**src/rtl/rtx_pkg.sv**
```systemverilog
package rtx_pkg;
  localparam int unsigned WORD_W = 16;
  localparam int unsigned TR_BIT = 10;

  typedef enum logic [1:0] {
    HS_IDLE = 2'd0,
    HS_REQ  = 2'd1,
    HS_ACK  = 2'd2
  } hs_state_e;
endpackage

```
**src/rtl/rtx_rst_sync.sv**
```systemverilog
module rtx_rst_sync (
  input  logic clk,
  input  logic rst_n,
  output logic rst_sync_n
);
  logic [1:0] sync_q;

  always_ff @(posedge clk or negedge rst_n) begin
    if (!rst_n) sync_q <= 2'b00;
    else        sync_q <= {sync_q[0], 1'b1};
  end

  assign rst_sync_n = sync_q[1];
endmodule

```
**src/rtl/rtx_hs_fsm.sv**
```systemverilog
module rtx_hs_fsm
  import rtx_pkg::*;
#(
  parameter int unsigned TIMEOUT = 64
) (
  input  logic clk,
  input  logic rst_n,
  input  logic msg_start_i,
  input  logic in_cmd_i,
  input  logic word_req_i,
  input  logic host_busy_i,
  input  logic tx_i,
  input  logic grant_i,
  output logic accept_o,
  output logic req_o,
  output logic ack_o,
  output logic fail_n_o
);
  localparam int unsigned TW = (TIMEOUT > 1) ? $clog2(TIMEOUT) : 1;
  localparam logic [TW-1:0] T_LAST = TW'(TIMEOUT - 1);

  hs_state_e st_q, st_d;
  logic [TW-1:0] tmr_q, tmr_d;
  logic fail_q, fail_d;
  logic inhibit;

  assign inhibit  = host_busy_i & tx_i;
  assign accept_o = (st_q == HS_IDLE) & word_req_i & in_cmd_i & ~msg_start_i;

  always_comb begin
    st_d   = st_q;
    tmr_d  = tmr_q;
    fail_d = fail_q;
    if (msg_start_i) begin
      st_d   = HS_IDLE;
      tmr_d  = '0;
      fail_d = 1'b0;
    end else begin
      unique case (st_q)
        HS_IDLE: begin
          if (accept_o) begin
            st_d  = HS_REQ;
            tmr_d = '0;
          end
        end
        HS_REQ: begin
          if (inhibit) begin
            tmr_d = tmr_q;
          end else if (grant_i) begin
            st_d = HS_ACK;
          end else if (tmr_q == T_LAST) begin
            st_d   = HS_IDLE;
            fail_d = 1'b1;
          end else begin
            tmr_d = tmr_q + 1'b1;
          end
        end
        HS_ACK:  st_d = HS_IDLE;
        default: st_d = HS_IDLE;
      endcase
    end
  end

  always_ff @(posedge clk or negedge rst_n) begin
    if (!rst_n) begin
      st_q   <= HS_IDLE;
      tmr_q  <= '0;
      fail_q <= 1'b0;
    end else begin
      st_q   <= st_d;
      tmr_q  <= tmr_d;
      fail_q <= fail_d;
    end
  end

  assign req_o    = (st_q == HS_REQ) & ~inhibit;
  assign ack_o    = (st_q == HS_ACK);
  assign fail_n_o = ~fail_q;
endmodule

```
**src/rtl/rtx_msg_ctx.sv**
```systemverilog
module rtx_msg_ctx
  import rtx_pkg::*;
#(
  parameter int unsigned CW = 5
) (
  input  logic              clk,
  input  logic              rst_n,
  input  logic              msg_start_i,
  input  logic [WORD_W-1:0] cmd_word_i,
  input  logic              ack_i,
  input  logic              msg_done_i,
  input  logic              msg_ok_i,
  input  logic              fail_n_i,
  output logic [WORD_W-1:0] cmd_q_o,
  output logic [CW-1:0]     cnt_o,
  output logic              tx_o,
  output logic              good_o
);
  localparam int unsigned NW = CW + 1;

  logic [WORD_W-1:0] cmd_q, cmd_d;
  logic [NW-1:0]     cnt_q, cnt_d;
  logic              good_q, good_d;
  logic [NW-1:0]     exp_words;
  logic              cmd_en, cnt_en;

  assign exp_words = (cmd_q[CW-1:0] == '0) ? NW'(1 << CW) : {1'b0, cmd_q[CW-1:0]};

  assign cmd_en = msg_start_i;
  assign cnt_en = msg_start_i | ack_i;

  always_comb begin
    cmd_d  = cmd_word_i;
    cnt_d  = msg_start_i ? '0 : cnt_q + 1'b1;
    good_d = msg_done_i & msg_ok_i & ~cmd_q[TR_BIT] & fail_n_i & (cnt_q == exp_words)
             & ~msg_start_i;
  end

  always_ff @(posedge clk or negedge rst_n) begin
    if (!rst_n) begin
      cmd_q  <= '0;
      cnt_q  <= '0;
      good_q <= 1'b0;
    end else begin
      if (cmd_en) cmd_q <= cmd_d;
      if (cnt_en) cnt_q <= cnt_d;
      good_q <= good_d;
    end
  end

  assign cmd_q_o = cmd_q;
  assign cnt_o   = cnt_q[CW-1:0];
  assign tx_o    = cmd_q[TR_BIT];
  assign good_o  = good_q;
endmodule

```
**src/rtl/rtx_data_path.sv**
```systemverilog
module rtx_data_path
  import rtx_pkg::*;
(
  input  logic              clk,
  input  logic              rst_n,
  input  logic              accept_i,
  input  logic              ack_i,
  input  logic              tx_i,
  input  logic              buf_en_i,
  input  logic [WORD_W-1:0] core_wdata_i,
  input  logic [WORD_W-1:0] ram_rdata_i,
  output logic [WORD_W-1:0] ram_wdata_o,
  output logic              ram_wdata_oe_o,
  output logic [WORD_W-1:0] core_rdata_o,
  output logic              core_rdata_vld_o
);
  logic [WORD_W-1:0] wd_q, rd_q;
  logic              vld_q, vld_d;
  logic              wd_en, rd_en;

  assign wd_en = accept_i;
  assign rd_en = ack_i & tx_i;
  assign vld_d = rd_en;

  always_ff @(posedge clk or negedge rst_n) begin
    if (!rst_n) begin
      wd_q  <= '0;
      rd_q  <= '0;
      vld_q <= 1'b0;
    end else begin
      if (wd_en) wd_q <= core_wdata_i;
      if (rd_en) rd_q <= ram_rdata_i;
      vld_q <= vld_d;
    end
  end

  assign ram_wdata_o      = wd_q;
  assign ram_wdata_oe_o   = ack_i & ~tx_i & buf_en_i;
  assign core_rdata_o     = rd_q;
  assign core_rdata_vld_o = vld_q;
endmodule

```
**src/rtl/rt_host_xfer.sv**
```systemverilog
module rt_host_xfer
  import rtx_pkg::*;
#(
  parameter int unsigned TIMEOUT = 64,
  parameter int unsigned CW      = 5
) (
  input  logic              clk,
  input  logic              rst_n,
  input  logic              msg_start_i,
  input  logic              in_cmd_i,
  input  logic [WORD_W-1:0] cmd_word_i,
  input  logic              word_req_i,
  input  logic [WORD_W-1:0] core_wdata_i,
  output logic [WORD_W-1:0] core_rdata_o,
  output logic              core_rdata_vld_o,
  input  logic              msg_done_i,
  input  logic              msg_ok_i,
  input  logic              host_busy_i,
  input  logic              buf_en_i,
  output logic              dt_req_o,
  input  logic              dt_grant_i,
  output logic              dt_ack_o,
  output logic              strobe_o,
  output logic              rd_wr_o,
  output logic [WORD_W-1:0] cmd_addr_o,
  output logic [CW-1:0]     word_cnt_o,
  output logic [WORD_W-1:0] ram_wdata_o,
  output logic              ram_wdata_oe_o,
  input  logic [WORD_W-1:0] ram_rdata_i,
  output logic              hs_fail_n_o,
  output logic              good_blk_o
);
  logic rst_sync_n;
  logic accept, ack, tx, fail_n;

  rtx_rst_sync i_rst (
    .clk        (clk),
    .rst_n      (rst_n),
    .rst_sync_n (rst_sync_n)
  );

  rtx_hs_fsm #(.TIMEOUT(TIMEOUT)) i_fsm (
    .clk         (clk),
    .rst_n       (rst_sync_n),
    .msg_start_i (msg_start_i),
    .in_cmd_i    (in_cmd_i),
    .word_req_i  (word_req_i),
    .host_busy_i (host_busy_i),
    .tx_i        (tx),
    .grant_i     (dt_grant_i),
    .accept_o    (accept),
    .req_o       (dt_req_o),
    .ack_o       (ack),
    .fail_n_o    (fail_n)
  );

  rtx_msg_ctx #(.CW(CW)) i_ctx (
    .clk         (clk),
    .rst_n       (rst_sync_n),
    .msg_start_i (msg_start_i),
    .cmd_word_i  (cmd_word_i),
    .ack_i       (ack),
    .msg_done_i  (msg_done_i),
    .msg_ok_i    (msg_ok_i),
    .fail_n_i    (fail_n),
    .cmd_q_o     (cmd_addr_o),
    .cnt_o       (word_cnt_o),
    .tx_o        (tx),
    .good_o      (good_blk_o)
  );

  rtx_data_path i_dp (
    .clk              (clk),
    .rst_n            (rst_sync_n),
    .accept_i         (accept),
    .ack_i            (ack),
    .tx_i             (tx),
    .buf_en_i         (buf_en_i),
    .core_wdata_i     (core_wdata_i),
    .ram_rdata_i      (ram_rdata_i),
    .ram_wdata_o      (ram_wdata_o),
    .ram_wdata_oe_o   (ram_wdata_oe_o),
    .core_rdata_o     (core_rdata_o),
    .core_rdata_vld_o (core_rdata_vld_o)
  );

  assign dt_ack_o    = ack;
  assign strobe_o    = ack;
  assign rd_wr_o     = tx;
  assign hs_fail_n_o = fail_n;
endmodule

```
**config.mk**
```make
export PLATFORM = sky130hd
export DESIGN_NAME = rt_host_xfer
export DESIGN_NICKNAME = d
export VERILOG_FILES = /design/src/rtl/rtx_pkg.sv /design/src/rtl/rtx_rst_sync.sv /design/src/rtl/rtx_hs_fsm.sv /design/src/rtl/rtx_msg_ctx.sv /design/src/rtl/rtx_data_path.sv /design/src/rtl/rt_host_xfer.sv
export SDC_FILE = /design/constraint.sdc
export NUM_CORES = 1
export LEC_CHECK = 0
export BUFFER_PORTS_ARGS = -buffer_cell sky130_fd_sc_hd__clkbuf_2
export CORE_MARGIN = 2
export CORE_UTILIZATION = 30
export CTS_BUF_LIST = sky130_fd_sc_hd__clkbuf_2 sky130_fd_sc_hd__clkbuf_4 sky130_fd_sc_hd__clkbuf_8
export DETAILED_ROUTE_END_ITERATION = 8
export HOLD_SLACK_MARGIN = 0.08
export PLACE_DENSITY_LB_ADDON = 0.1
export SLEW_MARGIN = 10
export SYNTH_ARGS = -nofsm -noshare
export SYNTH_HDL_FRONTEND = slang
export SYNTH_SLANG_ARGS = --single-unit
```
**constraint.sdc**
```tcl
create_clock -name clk -period 2.7 [get_ports clk]
set_input_delay 0.675 -clock clk [delete_from_list [all_inputs] [get_ports clk]]
set_output_delay 0.675 -clock clk [all_outputs]
set_load 0.05 [all_outputs]
```
# Yosys cells after proc, flatten, opt, wreduce, memory -nomap -nowiden
# Index checks and enable logic that the tools add are counted.
[op_classes]
addsub = 2
eq_ne = 11
muxes = 19
n_bitwise = 18
reduce_logical = 8
[ops]
columns = ["operator", "n"]
rows = [
  ["2-to-1 mux 6 bit", 7],
  ["bitwise AND 1 bit", 13],
  ["adder 6 x 1 -> 6 bit (second input constant)", 2],
  ["inequality test 3 bit (second input constant)", 4],
  ["one-hot mux 6 bit (2 select lines)", 1],
  ["2-to-1 mux 2 bit", 5],
  ["== test 6 bit", 1],
  ["== test 6 bit (second input constant)", 1],
  ["logical NOT 5 bit", 1],
  ["2-to-1 mux 1 bit", 5],
  ["AND reduction 5 bit", 1],
  ["inequality test 2 bit (second input constant)", 2],
  ["inequality test 4 x 3 -> 1 bit (second input constant)", 1],
  ["inverter 1 bit", 4],
  ["one-hot mux 2 bit (2 select lines)", 1],
  ["AND reduction 4 bit", 1],
  ["nonzero test 2 bit", 2],
  ["AND reduction 3 bit", 1],
  ["nonzero test 3 bit", 1],
  ["== test 2 x 1 -> 1 bit (second input constant)", 1],
  ["== test 2 bit (second input constant)", 1],
  ["logical NOT 2 bit", 1],
  ["OR 1 bit", 1],
]
[totals]
register_bits = 67
in_bits = 58
word_cells = 68
output_inout_bits = 61

# Depth between registers and ports, before layout
# Gate-level depths: netlist of the first run.
[logic_depth]
depth_word = 7
mapped_depth = 5

# Cells and area by module
# A second synthesis of the first run with hierarchy kept.
[hier_totals]
cells_unflattened = 208
hier_area_um2 = 2894.0
[modules_own_cells]
columns = ["module", "seq_area_each_um2", "area_per_inst_um2", "cells_each", "n_inst"]
rows = [
  ["rtx_data_path", 825.8, 1273.7, 72, 1],
  ["rtx_msg_ctx", 575.6, 1016.0, 77, 1],
  ["rtx_hs_fsm", 225.2, 543.0, 55, 1],
  ["rtx_rst_sync", 50.0, 53.8, 3, 1],
  ["rt_host_xfer", 0.0, 7.5, 1, 1],
]

# Worst setup path before layout of the first run
# Ideal clock, no wire load.
[synth_timing]
kind = "flip-flop to output port"
start = "register i_ctx.cmd_q[10] (netlist: i_ctx.cmd_q_o[10])"
end = "output dt_req_o"
path_stages_with_launch = 3
path_slack_ns = 0.367
arrival_time_ns = 1.658
required_time_ns = 2.025
path_cell_list = "dfrtp_1 -> buf_2 -> a21oi_1"
[synth_between]
elab_chain_len = 3
[synth_lines]
columns = ["element", "line", "text"]
rows = [
  ["start: declaration", "rtx_msg_ctx.sv:21", "logic [WORD_W-1:0] cmd_q, cmd_d;"],
  ["start signal: assignment", "rtx_msg_ctx.sv:45", "if (cmd_en) cmd_q <= cmd_d;"],
  ["bitwise AND 1 bit", "rtx_hs_fsm.sv:27", "assign inhibit = host_busy_i & tx_i;"],
  ["inverter 1 bit", "rtx_hs_fsm.sv:76", "assign req_o = (st_q == HS_REQ) & ~inhibit;"],
  ["bitwise AND 1 bit", "rtx_hs_fsm.sv:76", ""],
  ["end: declaration", "rt_host_xfer.sv:20", "output logic dt_req_o,"],
]
# Every way passes these cells.

# Final worst setup path of the first run
[layout_timing]
start = "register i_fsm.st_q[1]"
end = "output dt_req_o"
[layout_between]
elab_chain_len = 2
[layout_lines]
columns = ["element", "line", "text"]
rows = [
  ["start: declaration", "rtx_hs_fsm.sv:22", "hs_state_e st_q, st_d;"],
  ["start signal: assignment", "rtx_hs_fsm.sv:70", "st_q <= st_d;"],
  ["== test 2 x 1 -> 1 bit", "rtx_hs_fsm.sv:76", ""],
  ["bitwise AND 1 bit", "rtx_hs_fsm.sv:76", ""],
]
# Every way passes these cells.

==> metrics.log, run 1 <==
[metrics] run status: complete, no violations
[metrics] number of antenna violations at the first check in global routing: 0
[metrics] total die area: 10290 sq um
[metrics] initial detailed-routing violation count: 77
[metrics] worst rel slew slack: 59.95%
[metrics] buffer levels on the longest clock path: 2
[metrics] most common cell after layout, fill and taps aside: clkbuf_2
[metrics] total gr overflow: 0
[metrics] Clock transition at path regs: 0.08 ns
[metrics] average wire per cell in the routed design: 13.13 um
[metrics] cell area after synthesis: 2848 sq um
[metrics] Critical Path Sink Type: output pin
[metrics] sink count of the clock tree: 67
[metrics] Sum Neg Setup Slack: 0 ns
[metrics] unrepaired setup endpoints after global routing: false
[metrics] setup slack, reg-to-reg: 1.18 ns
[metrics] worst voltage drop across the vdd grid: 0.0004108 V
[metrics] critical setup path kind: reg -> out
[metrics] latest clock arrival within the worst-skew pair: 0.34 ns
[metrics] residual antenna-violating net count after detailed routing: 0
[metrics] total number of vias: 2056
[metrics] Floorplan Core Area: 9240 sq um
[metrics] clock group share of total power: 27.6%
[metrics] Net Count, Synth: 269
[metrics] first-pass GRT wire length: 10080 um
[metrics] count of non-filler cells in the finished layout: 462
[metrics] final worst path period share: 81.76%
[metrics] overall die height: 101.4 um
[metrics] slew of the pin with the lowest slew margin: 0.6008 ns
[metrics] leakage power: 1.845 nW
[metrics] logic depth of the worst register-to-register path: 4
[metrics] fmax: 0.4530 GHz
[metrics] final standard cell utilization of the core: 40.47%
[metrics] total wirelength of the detailed-routed design: 6067 um
[metrics] list of cells traversed by the critical path: nand2b_1 > a21oi_1 > clkbuf_2
[metrics] R2R Path Start: i_ctx.cmd_q_o[10]
[metrics] number of cells upsized or downsized after cts: 0
[metrics] highest-count cells in the layout ignoring fill and taps: 118 x clkbuf_2, 66 x dfrtp_1, 48 x mux2_2
[metrics] fraction of final layout cells with drive strength greater than 1: 57.96%
[metrics] number of H-tree branching levels: 3
[metrics] count of unique library cells instantiated by Yosys: 35
[metrics] class of the worst hold path: reg -> async
[metrics] setup violators final: 0
[metrics] P&R area growth vs syn: 31.33%
[metrics] critical path startpoint category: flop
[metrics] standard cell with the maximum stage delay on the critical path: dfrtp_1
[metrics] row count: 35
[metrics] Final Hold Vio Count: 0
[metrics] via count of the first global-routing pass: 2117
[metrics] total net switching power: 1.200 mW
[metrics] Starting Density: 30.82%
[metrics] Die W: 101.4 um
[metrics] largest net degree at the start of global routing: 42
[metrics] sequential share of the synthesized area: 58.88%
[metrics] number of vias per cell after detailed routing: 4.450
[metrics] top post-synthesis cells by area: dfrtp_1 59%, mux2_2 19%, xor2_1 2.2%
[metrics] Worst Path Arrival: 1.53 ns
[metrics] WP data required: 2.03 ns
[metrics] TritonCTS clock tree: yes
[metrics] delay-heaviest family, CP: flip-flops
[metrics] post-route clock skew: 0.01044 ns
[metrics] combinational power share: 31.3%
[metrics] detailed-placement wirelength estimate: 4411 um
[metrics] I/O Pins: 119
[metrics] Routability Congestion: 0.7217
[metrics] clock buffers created by TritonCTS: 9
[metrics] final-layout fill cell count: 915
[metrics] DRC errors left: 0
[metrics] number of placed cells counting well taps: 445
[metrics] switching power as a share of total power: 39.22%
[metrics] Avg Inst Size Synth: 13.63 sq um
[metrics] number of instances in the synthesized netlist: 209
[metrics] power density over the cells: 818.4 nW/um^2
[metrics] count of antenna diodes in the layout: 0
[metrics] share of Yosys cell area claimed by the top area cell type: 58.88%
[metrics] nets@finish: 388
[metrics] internal power summed over all cells: 1.860 mW
[metrics] worst-path fanout max: 4
[metrics] final critical path time including I/O delays and setup: 2.208 ns
[metrics] overall power: 3.061 mW
[metrics] Overall Global Routing Usage: 12.67%
[metrics] buffers and inverters on the worst path: 1
[metrics] sequential group share of total power: 41.2%
[metrics] clock root buffer master: clkbuf_8
[metrics] count of max-cap constraint violations: 0
[metrics] largest incremental delay on the critical path: 0.43 ns
[metrics] post-synthesis register bit count: 67
[metrics] Slew Limit Fails: 0
[metrics] endpoint of the worst register-to-register path: i_fsm.tmr_q[1]
[metrics] iteration count of the initial detailed-routing pass: 4
[metrics] biggest area consumer among synthesized cells: dfrtp_1
[metrics] Port-buffer cells: 118
[metrics] number of warnings reported in the yosys synthesis log: 0
==> cell type report <==
class,count,area (sq um),area share (%)
Tap cell,129,161.4,4.316
Inverter,4,15.01,0.4015
Sequential cell,67,1678,44.86
Clock inverter,6,66.31,1.773
Multi-Input combinational cell,123,1045,27.94
Timing Repair Buffer,123,643.1,17.20
Clock buffer,10,131.4,3.513
==> power groups by stage <==
stage	Sequential (mW)	Combinational, mW	Clock (mW)
final	1.26	0.956	0.845
after global routing	1.29	1.01	0.919
after CTS	1.26	0.965	0.868
after detailed placement	1.28	0.965	0
after global placement	1.28	0.964	0
after floorplan	1.80	0.201	0
==> synth_stat cells <==
master	number
or2_2	1
inv_1	4
buf_2	5
xor2_1	7
nor4_4	1
a21o_1	2
and3b_1	1
or4_1	1
mux2i_1	1
a41oi_1	1
a21o_2	1
xnor2_1	4
nand2_4	1
o21ai_0	4
nand2b_1	1
a31o_2	1
ha_1	2
a21oi_1	6
nand4_1	3
nor2b_2	1
mux2_2	48
and3_1	4
nand3_1	2
a31oi_1	8
nor4_1	2
buf_4	7
nand2_1	5
conb_1	1
nor3b_1	1
a32o_1	1
o21bai_1	1
dfrtp_1	67
nor2_1	10
a41o_1	1
buf_6	3
==> logic make-up (layout without fill, tap and decap cells) <==
| family | after synthesis | count (layout) | share of synthesized area [%] |
|---|---|---|---|
| DFF | 67 | 67 | 58.88 |
| muxes | 49 | 49 | 19.33 |
| and+or+nand+nor | 34 | 34 | 7.031 |
| AOI/OAI and AO/OA | 26 | 26 | 5.932 |
| buffers and inverters | 19 | 143 | 4.437 |
| xor gates and xnor gates | 11 | 11 | 3.383 |
| adders and majority gates | 2 | 2 | 0.8786 |
| other | 1 | 1 | 0.1317 |
==> metal layers <==
layer	vias to the layer above	global-route usage [%]	share of wire, %	wire length [um]
li1	975	-	-	-
met1	992	16.03	44	2672
met2	80	19.21	46	2812
met3	9	4.762	8.1	491
met4	0	5.925	1.5	91
met5	-	0	0	0
==> worst reg2reg max path, cell delays in order (launching register included) <==
cell and delay (ns):
dfrtp_1 0.53, a21o_1 0.27, a31oi_1 0.26, o21ai_0 0.13, a32o_1 0.23
==> worst max path at each step <==
stage,depth (start not counted),startpoint,slack (ns),endpoint
floorplan,2,i_ctx.cmd_q_o[10],0.37,dt_req_o
global placement,4,msg_start_i,0.67,i_dp.ram_wdata_o[15]
detailed placement,4,msg_start_i,0.67,i_dp.ram_wdata_o[11]
global route,3,i_fsm.st_q[1],0.40,dt_req_o
CTS,3,i_fsm.st_q[1],0.49,dt_req_o
finish,3,i_fsm.st_q[1],0.49,dt_req_o
==> sequential cells by signal, indices dropped and copies added, names as in the netlist, 2 cells and up <==
register           count
i_fsm.tmr_q            6
i_dp.ram_wdata_o      16
i_dp.core_rdata_o     16
i_ctx.cnt_q            6
i_rst.sync_q           2
i_fsm.st_q             2
i_ctx.cmd_q_o         16
==> metrics by stage <==
step / instance area [sq um] / hold WS [ns] / setup WS [ns]
4_1_cts: 3730 / 0.08497 / 0.4853
3_5_place_dp: 3532 / 0.3007 / 0.6717
5_1_grt: 3740 / 0.3469 / 0.3953
6_report: 3740 / 0.2791 / 0.4924
2_1_floorplan: 2848 / 0.3312 / 0.3669
3_3_place_gp: 3532 / 0.3054 / 0.6739
==> repair_timing <==
item	4_1_cts	5_1_grt
buffers inserted	0	0
hold buffers	0	1
endpoints found under the setup margin	0	0
endpoints found under the hold margin	0	2
(Power assumes the default switching activity.)
==> run 2: changes to the inputs <==
- ABC_AREA: not set -> 1
- clock period: 2.7 -> 2.2 ns (I/O delays scaled with it)
==> run 2 against run 1 <==
Final cell count is 33% higher. Sequential cell count is the same. Global-route usage rose by 0.14 points. Largest power group unchanged. Clock-buffer cell count increased by 3. Wire length grew 10%. Clock power up 23%. Sequential share of layout area is 1.5 points lower. Core utilization decreased by 0.54 points. Die area increased by 4.2%. Synthesized area rose by 4.3%. Critical endpoint is now ram_wdata_oe_o. Non-clock buffer count unchanged.
==> metrics.log, run 2 <==
[metrics] total wirelength of the detailed-routed design: 6671 um (+10%)
[metrics] I/O Pins: 119 (unchanged)
[metrics] post-route clock skew: 0.008881 ns (-0.001563 ns)
[metrics] highest-count cells in the layout ignoring fill and taps: 153 x nand2_1, 117 x clkbuf_2, 66 x dfrtp_1
[metrics] Overall Global Routing Usage: 12.81% (+0.14 points)
[metrics] most common cell after layout, fill and taps aside: nand2_1
[metrics] Critical Path Sink Type: output pin
[metrics] number of H-tree branching levels: 3 (unchanged)
[metrics] clock buffers created by TritonCTS: 9 (unchanged)
[metrics] asr flop ratio synth: 100.0% (unchanged)
[metrics] class of the worst hold path: reg -> async
[metrics] setup slack, reg-to-reg: 0.73 ns (-0.45 ns)
[metrics] overall die height: 103.5 um (+2.1%)
[metrics] top post-synthesis cells by area: dfrtp_1 56%, nand2_1 19%, inv_1 4.4%
[metrics] number of synthesized flops with an enable pin: 0 (unchanged)
[metrics] via count of the first global-routing pass: 2399 (+13%)
[metrics] Die W: 103.5 um (+2.1%)
[metrics] buffer levels on the longest clock path: 2 (unchanged)
[metrics] number of instances in the synthesized netlist: 360 (+72%)
[metrics] number of vias per cell after detailed routing: 4.085 (-8.2%)
[metrics] cell area after synthesis: 2972 sq um (+4.3%)
[metrics] total gr overflow: 0 (unchanged)
[metrics] initial detailed-routing violation count: 71 (-7.8%)
[metrics] latest clock arrival within the worst-skew pair: 0.33 ns (about the same)
[metrics] worst rel slew slack: 66.35% (+6.4 points)
[metrics] unrepaired setup endpoints after global routing: false
[metrics] iteration count of the initial detailed-routing pass: 5 (+1)
[metrics] WP data required: 1.65 ns (-0.38 ns)
[metrics] P&R area growth vs syn: 30.15%
[metrics] nets@finish: 537 (+38%)
[metrics] area post-placement: 3656 sq um (+3.5%)
[metrics] largest incremental delay on the critical path: 0.39 ns (-0.04 ns)
[metrics] Net Count, Synth: 420 (+56%)
[metrics] final instance area: 3867 sq um (+3.4%)
[metrics] standard cell with the maximum stage delay on the critical path: dfrtp_1
[metrics] average wire per cell in the routed design: 10.86 um (-17%)
[metrics] number of antenna violations at the first check in global routing: 0 (unchanged)
[metrics] post-synthesis register bit count: 67 (unchanged)
[metrics] detailed-placement wirelength estimate: 4938 um (+12%)
[metrics] postcts setup bufs: 0 (unchanged)
[metrics] delay-heaviest family, CP: buffers and inverters
[metrics] final critical path time including I/O delays and setup: 2.044 ns
[metrics] leakage power: 2.202 nW (+19%)
[metrics] most common cell in the netlist: nand2_1
[metrics] power density over the cells: 1017 nW/um^2 (+24%)
[metrics] count of unique library cells instantiated by Yosys: 23 (-34%)
[metrics] first-pass GRT wire length: 11140 um (+11%)
[metrics] most used cell, CP: inv_2
[metrics] final-layout fill cell count: 1043 (+14%)
[metrics] row count: 36 (+2.9%)
[metrics] Routability Congestion: 0.8193 (+14%)
[metrics] Worst Path Arrival: 1.49 ns (-0.04 ns)
[metrics] critical setup path kind: reg -> out
[metrics] Avg Inst Size Synth: 8.254 sq um (-39%)
[metrics] fraction of final layout cells with drive strength greater than 1: 29.94% (-28 points)
[metrics] Primary FF master, synth: dfrtp_1
[metrics] critical path startpoint category: flop
[metrics] final worst path period share: 92.93%
[metrics] Starting Density: 30.68% (-0.13 points)
[metrics] Setup WS post-layout: 0.1556 ns (-0.3368 ns)
[metrics] sink count of the clock tree: 67 (unchanged)
[metrics] buffers and inverters on the worst path: 3 (+2)
[metrics] Floorplan Core Area: 9684 sq um (+4.8%)
[metrics] clock root buffer master: clkbuf_8
[metrics] slew of the pin with the lowest slew margin: 0.5047 ns (-0.09608 ns)
[metrics] list of cells traversed by the critical path: inv_2 > nor2_4 > inv_2 > nor2_1 > buf_2
[metrics] worst voltage drop across the vdd grid: 0.0004192 V (+2.0%)
[metrics] worst-path fanout max: 9 (+5)
[metrics] setup violators final: 0 (unchanged)
[metrics] biggest area consumer among synthesized cells: dfrtp_1
[metrics] count of max-cap constraint violations: 0 (unchanged)
[metrics] fmax: 0.4891 GHz
[metrics] Sum Neg Setup Slack: 0 ns (unchanged)
[metrics] count of antenna diodes in the layout: 0 (unchanged)
[metrics] share of Yosys cell area claimed by the top area cell type: 56.42% (-2.5 points)
[metrics] total number of vias: 2508 (+22%)
[metrics] DRC errors left: 0 (unchanged)
[metrics] final standard cell utilization of the core: 39.94% (-0.54 points)
[metrics] Setup Slack @ Placement: 0.4335 ns (-0.2382 ns)
[metrics] largest net degree at the start of global routing: 45 (+7.1%)
[metrics] Final Hold Vio Count: 0 (unchanged)
[metrics] total die area: 10720 sq um (+4.2%)
[metrics] number of warnings reported in the yosys synthesis log: 0 (unchanged)
[metrics] run status: complete, no violations
[metrics] Clock transition at path regs: 0.07 ns (about the same)
[metrics] residual antenna-violating net count after detailed routing: 0 (unchanged)
[metrics] sequential share of the synthesized area: 56.42% (-2.5 points)
[metrics] Slew Limit Fails: 0 (unchanged)
[metrics] leading cell types by count after synthesis: 153 x nand2_1, 67 x dfrtp_1, 35 x inv_1
[metrics] Port-buffer cells: 118 (unchanged)
[metrics] TritonCTS clock tree: yes
-- run 2: per-layer routing --
metal  track usage (%)  wire (um)  vias up
met1             16.22       3124     1099
met3             5.412        465        8
met5                 0          0        -
li1                  -          -     1324
met2             20.20       3003       77
met4             3.475         77        0
-- run 2: timing repair --
action                                 CTS  global route
setup endpoints to repair                0             1
gates resized for setup                  0             1
endpoints found under the hold margin    2             0
hold buffers                             1             0
-- run 2: area by class of cell --
cell class / instances / area (sq um) / share of cell area, %
clock buffers: 13 / 166.4 / 4.303
clock inverters: 2 / 35.03 / 0.9059
inverters: 39 / 148.9 / 3.850
multi-input cells: 237 / 1030 / 26.63
flip-flops and latches: 67 / 1678 / 43.38
well taps: 133 / 166.4 / 4.303
repair buffers: 123 / 643.1 / 16.63
-- run 2: cell families (layout without fill, tap and decap cells) --
kind of cell / Yosys count / count (layout) / share of synthesized area [%]
simple gates: 197 / 197 / 26.65
flops: 67 / 67 / 56.42
buf+inv: 56 / 177 / 8.926
compound gates: 32 / 32 / 5.558
xor+xnor: 5 / 5 / 1.474
fa+ha+maj: 2 / 2 / 0.8420
other cells: 1 / 1 / 0.1262
-- run 2: report_power, final --
group	total [mW]	switching, mW	internal (mW)
Clock	1.04	0.436	0.603
Sequential	1.57	0.127	1.45
Combinational	1.32	1.04	0.280
-- run 2: worst paths after layout --
| kind | from | to | cells past startpoint |
|---|---|---|---|
| setup / recovery | i_fsm.st_q[1] | ram_wdata_oe_o | 5 |
| hold / removal | i_rst.sync_q[1] | i_dp.ram_wdata_o[9] | 0 |
| setup reg to reg | i_fsm.tmr_q[0] | i_fsm.tmr_q[2] | 8 |
| hold reg to reg | i_rst.sync_q[1] | i_dp.ram_wdata_o[9] | 0 |
| max in group asynchronous | i_rst.sync_q[1] | i_ctx.cmd_q_o[2] | 1 |
| min in group clk | i_rst.sync_q[0] | i_rst.sync_q[1] | 0 |
-- run 2: metrics by stage --
stage	cells	hold WS (ns)	total power [mW]
4_1_cts	614	0.2616	3.999
3_5_place_dp	598	0.2685	2.931
3_3_place_gp	598	0.2656	2.916
2_1_floorplan	360	0.2544	2.578
6_report	614	0.2309	3.932
5_1_grt	614	0.2816	4.149
